===== config.mk =====
export PLATFORM = sky130hd
export DESIGN_NAME = sc_main_ctrl
export DESIGN_NICKNAME = d
export VERILOG_FILES = /design/src/rtl/sc_ctrl_pkg.sv /design/src/rtl/sc_ctrl_match.sv /design/src/rtl/sc_ctrl_plane.sv /design/src/rtl/sc_ctrl_pcsel.sv /design/src/rtl/sc_main_ctrl.sv
export SDC_FILE = /design/constraint.sdc
export NUM_CORES = 1
export LEC_CHECK = 0
export BUFFER_PORTS_ARGS = -buffer_cell sky130_fd_sc_hd__buf_4
export CAP_MARGIN = 20
export CORE_AREA = 2 2 39 41
export DETAILED_ROUTE_END_ITERATION = 7
export DIE_AREA = 0 0 41 43
export GPL_TIMING_DRIVEN = 0
export PLACE_DENSITY = 0.6
export SLEW_MARGIN = 15
export SYNTH_ARGS = -nofsm -noshare
export SYNTH_HDL_FRONTEND = slang
export SYNTH_SLANG_ARGS = --single-unit

===== constraint.sdc =====
create_clock -name vclk -period 1
set_input_delay 0.1 -clock vclk [all_inputs]
set_output_delay 0.1 -clock vclk [all_outputs]
set_load 0.05 [all_outputs]

===== src/rtl/sc_ctrl_pkg.sv =====
package sc_ctrl_pkg;

   localparam int OPC_W   = 6;
   localparam int CLASS_W = 2;
   localparam int N_KINDS = 4;

   // index of each recognised instruction kind in the one-hot match vector
   localparam int K_REG   = 0;
   localparam int K_LOAD  = 1;
   localparam int K_STORE = 2;
   localparam int K_BEQ   = 3;

   localparam logic [OPC_W-1:0] OPC_REG   = 6'b000000;
   localparam logic [OPC_W-1:0] OPC_LOAD  = 6'b100011;
   localparam logic [OPC_W-1:0] OPC_STORE = 6'b101011;
   localparam logic [OPC_W-1:0] OPC_BEQ   = 6'b000100;

   // codes packed in kind order, kind 0 in the low slice
   localparam logic [N_KINDS*OPC_W-1:0] OPC_TABLE =
      {OPC_BEQ, OPC_STORE, OPC_LOAD, OPC_REG};

   localparam logic [CLASS_W-1:0] CLS_ADD  = 2'b00;
   localparam logic [CLASS_W-1:0] CLS_SUB  = 2'b01;
   localparam logic [CLASS_W-1:0] CLS_FUNC = 2'b10;

   typedef struct packed {
      logic                reg_dst;
      logic                alu_src;
      logic                wb_from_mem;
      logic                rf_we;
      logic                dm_re;
      logic                dm_we;
      logic                is_branch;
      logic [CLASS_W-1:0]  alu_class;
   } ctrl_t;

   localparam ctrl_t CTRL_IDLE = '0;

endpackage


===== src/rtl/sc_ctrl_match.sv =====
module sc_ctrl_match
   import sc_ctrl_pkg::*;
#(
   parameter int W = OPC_W,
   parameter int N = N_KINDS,
   parameter logic [N*W-1:0] CODES = OPC_TABLE
)(
   input  logic [W-1:0] opcode_i,
   output logic [N-1:0] hit_o
);

   if (W < 1) begin : g_bad_w
      $error("sc_ctrl_match: W must be positive");
   end

   // AND plane: one full-width product term per recognised opcode
   for (genvar k = 0; k < N; k++) begin : g_term
      assign hit_o[k] = (opcode_i == CODES[k*W +: W]);
   end

endmodule


===== src/rtl/sc_ctrl_plane.sv =====
module sc_ctrl_plane
   import sc_ctrl_pkg::*;
#(
   parameter bit USE_ARRAY = 1'b1
)(
   input  logic [N_KINDS-1:0] hit_i,
   output ctrl_t              ctrl_o
);

   if (USE_ARRAY) begin : g_array
      // OR plane: each output ORs the product terms of the kinds that need it
      always_comb begin
         ctrl_o              = CTRL_IDLE;
         ctrl_o.reg_dst      = hit_i[K_REG];
         ctrl_o.alu_src      = hit_i[K_LOAD] | hit_i[K_STORE];
         ctrl_o.wb_from_mem  = hit_i[K_LOAD];
         ctrl_o.rf_we        = hit_i[K_REG] | hit_i[K_LOAD];
         ctrl_o.dm_re        = hit_i[K_LOAD];
         ctrl_o.dm_we        = hit_i[K_STORE];
         ctrl_o.is_branch    = hit_i[K_BEQ];
         ctrl_o.alu_class[1] = hit_i[K_REG];
         ctrl_o.alu_class[0] = hit_i[K_BEQ];
      end
   end else begin : g_table
      always_comb begin
         ctrl_o = CTRL_IDLE;
         if (hit_i[K_REG]) begin
            ctrl_o.reg_dst   = 1'b1;
            ctrl_o.rf_we     = 1'b1;
            ctrl_o.alu_class = CLS_FUNC;
         end else if (hit_i[K_LOAD]) begin
            ctrl_o.alu_src     = 1'b1;
            ctrl_o.wb_from_mem = 1'b1;
            ctrl_o.rf_we       = 1'b1;
            ctrl_o.dm_re       = 1'b1;
            ctrl_o.alu_class   = CLS_ADD;
         end else if (hit_i[K_STORE]) begin
            ctrl_o.alu_src   = 1'b1;
            ctrl_o.dm_we     = 1'b1;
            ctrl_o.alu_class = CLS_ADD;
         end else if (hit_i[K_BEQ]) begin
            ctrl_o.is_branch = 1'b1;
            ctrl_o.alu_class = CLS_SUB;
         end
      end
   end

endmodule


===== src/rtl/sc_ctrl_pcsel.sv =====
module sc_ctrl_pcsel (
   input  logic is_branch_i,
   input  logic zero_i,
   output logic take_o
);

   assign take_o = is_branch_i & zero_i;

endmodule


===== src/rtl/sc_main_ctrl.sv =====
module sc_main_ctrl
   import sc_ctrl_pkg::*;
#(
   parameter int INSTR_W   = 32,
   parameter int OPC_LSB   = 26,
   parameter bit USE_ARRAY = 1'b1,
   localparam int OPC_MSB  = OPC_LSB + OPC_W - 1
)(
   input  logic [INSTR_W-1:0] instr_i,
   input  logic               alu_zero_i,
   output logic               reg_dst_o,
   output logic               alu_src_o,
   output logic               wb_from_mem_o,
   output logic               rf_we_o,
   output logic               dm_re_o,
   output logic               dm_we_o,
   output logic               is_branch_o,
   output logic [CLASS_W-1:0] alu_class_o,
   output logic               pc_branch_o
);

   if (OPC_MSB >= INSTR_W) begin : g_bad_field
      $error("sc_main_ctrl: opcode field exceeds instruction width");
   end
   if (CLASS_W != 2) begin : g_bad_class
      $error("sc_main_ctrl: operation class must be 2 bits");
   end

   logic [OPC_W-1:0]   opcode;
   logic [N_KINDS-1:0] hit;
   ctrl_t              ctrl;

   assign opcode = instr_i[OPC_MSB:OPC_LSB];

   sc_ctrl_match #(
      .W     (OPC_W),
      .N     (N_KINDS),
      .CODES (OPC_TABLE)
   ) u_match (
      .opcode_i (opcode),
      .hit_o    (hit)
   );

   sc_ctrl_plane #(
      .USE_ARRAY (USE_ARRAY)
   ) u_plane (
      .hit_i  (hit),
      .ctrl_o (ctrl)
   );

   sc_ctrl_pcsel u_pcsel (
      .is_branch_i (ctrl.is_branch),
      .zero_i      (alu_zero_i),
      .take_o      (pc_branch_o)
   );

   assign reg_dst_o     = ctrl.reg_dst;
   assign alu_src_o     = ctrl.alu_src;
   assign wb_from_mem_o = ctrl.wb_from_mem;
   assign rf_we_o       = ctrl.rf_we;
   assign dm_re_o       = ctrl.dm_re;
   assign dm_we_o       = ctrl.dm_we;
   assign is_branch_o   = ctrl.is_branch;
   assign alu_class_o   = ctrl.alu_class;

endmodule


==> impl_metrics.tcl <==
set metrics [dict create \
    worstMarginPinSlew_ns 0.199 \
    n_fill_cell 151 \
    seq_cells 0 \
    ys_top_cells_by_area "nor4b_4 (20%), buf_4 (19%), a211oi_2 (11%), nor3b_2 (11%), or4_4 (9.7%)" \
    min_path_type "primary input to output pin" \
    finalInstanceArea_um2 394 \
    leakage_nw 0.174 \
    holdWs_ns 0.558 \
    power_density_nw_per_um2 243 \
    synth_top_area_share_pct 20.4 \
    grt_max_degree 8 \
    syn_nets 46 \
    gp_congestion 0.616 \
    synth-seq-area-share_pct 0 \
    dp_hpwl_um 368 \
    die_y_um 43 \
    crit_type "primary input to output pin" \
    irDropWorstVdd_uv 96.5 \
    fin_crit_ns 1.37 \
    wl_um 420 \
    gr-total-overflow 0 \
    syn_area_um2 116 \
    slew_violations 0 \
    diodes 0 \
    synthDistinctLibCells 10 \
    vias 179 \
    ctsHoldBuffers 0 \
    cp-start-kind "primary input" \
    rsz0062_at_grt "yes" \
    seq_area_um2 0 \
    fin_cells 48 \
    syn_avg_cell_area_um2 8.95 \
    arrival_ns 1.27 \
    worstSetupEndpointType "output pin" \
    yosysWarnings 0 \
    ios 43 \
    drc_errors 0 \
    finalCritPeriodShare_pct 137 \
    fp.coreArea_um2 1380 \
    setup-violations-final 7 \
    avgRoutedWirePerCell_um 8.75 \
    synthCells 13 \
    grtUsageTotal_pct 5.21 \
    maxCapViolations 0 \
    drive_gt1_share_pct 93.8 \
    avgViaCountPerCell 3.73 \
    grt_pass1_wl_um 662 \
    cp_max_fo 4 \
    place_area_um2 315 \
    grt_pass1_vias 151 \
    critical_path_required_ns 0.90 \
    hold_violations 0 \
    max_slew_margin_pct 86.7 \
    drtIter0Drc 0 \
    fin_nets 67 \
    drtPass1Iterations 1 \
    fp-row-count 14 \
    n_clock_buffer 0 \
    dp.cells 46 \
    synth_area_leader_cell "nor4b_4" \
    violations "setup timing" \
    die_w_um 41 \
    syn_to_final_growth_pct 239 \
    postRouteAntennaNets 0 \
    final.setup.worst_slack_ns -0.368 \
    grt_antenna_before_repair 0 \
    run_status "complete, but fails checks" \
    start_util_pct 8.41 \
    dieArea_um2 1760 \
    port_buffers 17 \
    max_freq_mhz 731 \
]
-- per-stage QoR --
stage	setup WS [ns]	TNS [ns]	util [%]	power, mW
2_1_floorplan	-0.589	-3.32	-	0.0373
3_3_place_gp	-0.448	-3.08	22.8	0.0829
3_5_place_dp	-0.456	-3.12	22.8	0.0835
4_1_cts	-0.372	-1.99	27.1	0.0931
5_1_grt	-0.393	-2.28	28.5	0.102
6_report	-0.368	-1.98	28.5	0.0957
-- worst max-delay path, stage by stage --
cell	delay (ns)
buf_6	0.09
or4_4	0.59
nor3b_4	0.23
buf_6	0.12
buf_8	0.13
-- Yosys cell counts --
cell type and number:
a211oi_2 1, nor4b_4 1, nor3_1 2, nor2_1 1, buf_4 3, nor3b_2 1
inv_1 1, nand4b_1 1, nor3b_1 1, or4_4 1
-- per-layer routing --
layer,global-route usage (%),wire length [um],part of all wire [%],vias up
met5,0,0,0,-
met4,0,0,0,0
met3,1.57,78,19,0
met2,6.25,148,35,17
met1,9.24,194,46,73
li1,-,-,-,89
-- path summary, 6_finish.rpt --
path  cells after the start        endpoint         from
min                       3       alu_src_o  instr_i[28]
max                       5  alu_class_o[0]  instr_i[30]
-- where the power goes --
part	internal, mW	leakage, nW	switching [mW]
combinational	0.0461	0.174	0.0496
sequential	0	0	0
clock	0	0	0
total	0.0461	0.174	0.0496
-- final cells by class --
type	instances	area, um2	share of cell area (%)
timing repair buffer	19	206	52.4
multi-input combinational	9	138	34.9
buffer	3	26.3	6.67
tap	16	20.0	5.08
inverter	1	3.75	0.952
-- cell usage in the layout (no fill, tap or decap) --
| master | instances |
|---|---|
| buf_6 | 10 |
| buf_4 | 8 |
| nor4b_4 | 1 |
| inv_1 | 1 |
| nand4b_1 | 1 |
| nor3_4 | 2 |
| buf_8 | 4 |
| nor2_4 | 1 |
| a211oi_2 | 1 |
| nor3b_4 | 2 |
| or4_4 | 1 |
-- logic make-up (layout without fill, tap and decap cells) --
kind of cell    after synthesis  after routing  share of synthesized area [%]
simple gates                  8              8                           66.7
buf+inv                       4             23                           22.6
compound gates                1              1                           10.8
-- what timing repair did --
item                       in CTS  in global routing
resized for setup              12                  5
setup endpoints to repair      10                 10
pin swaps                       3                  1
setup buffers                   2                  0
Note: power is estimated with default switching activity, not from simulation.
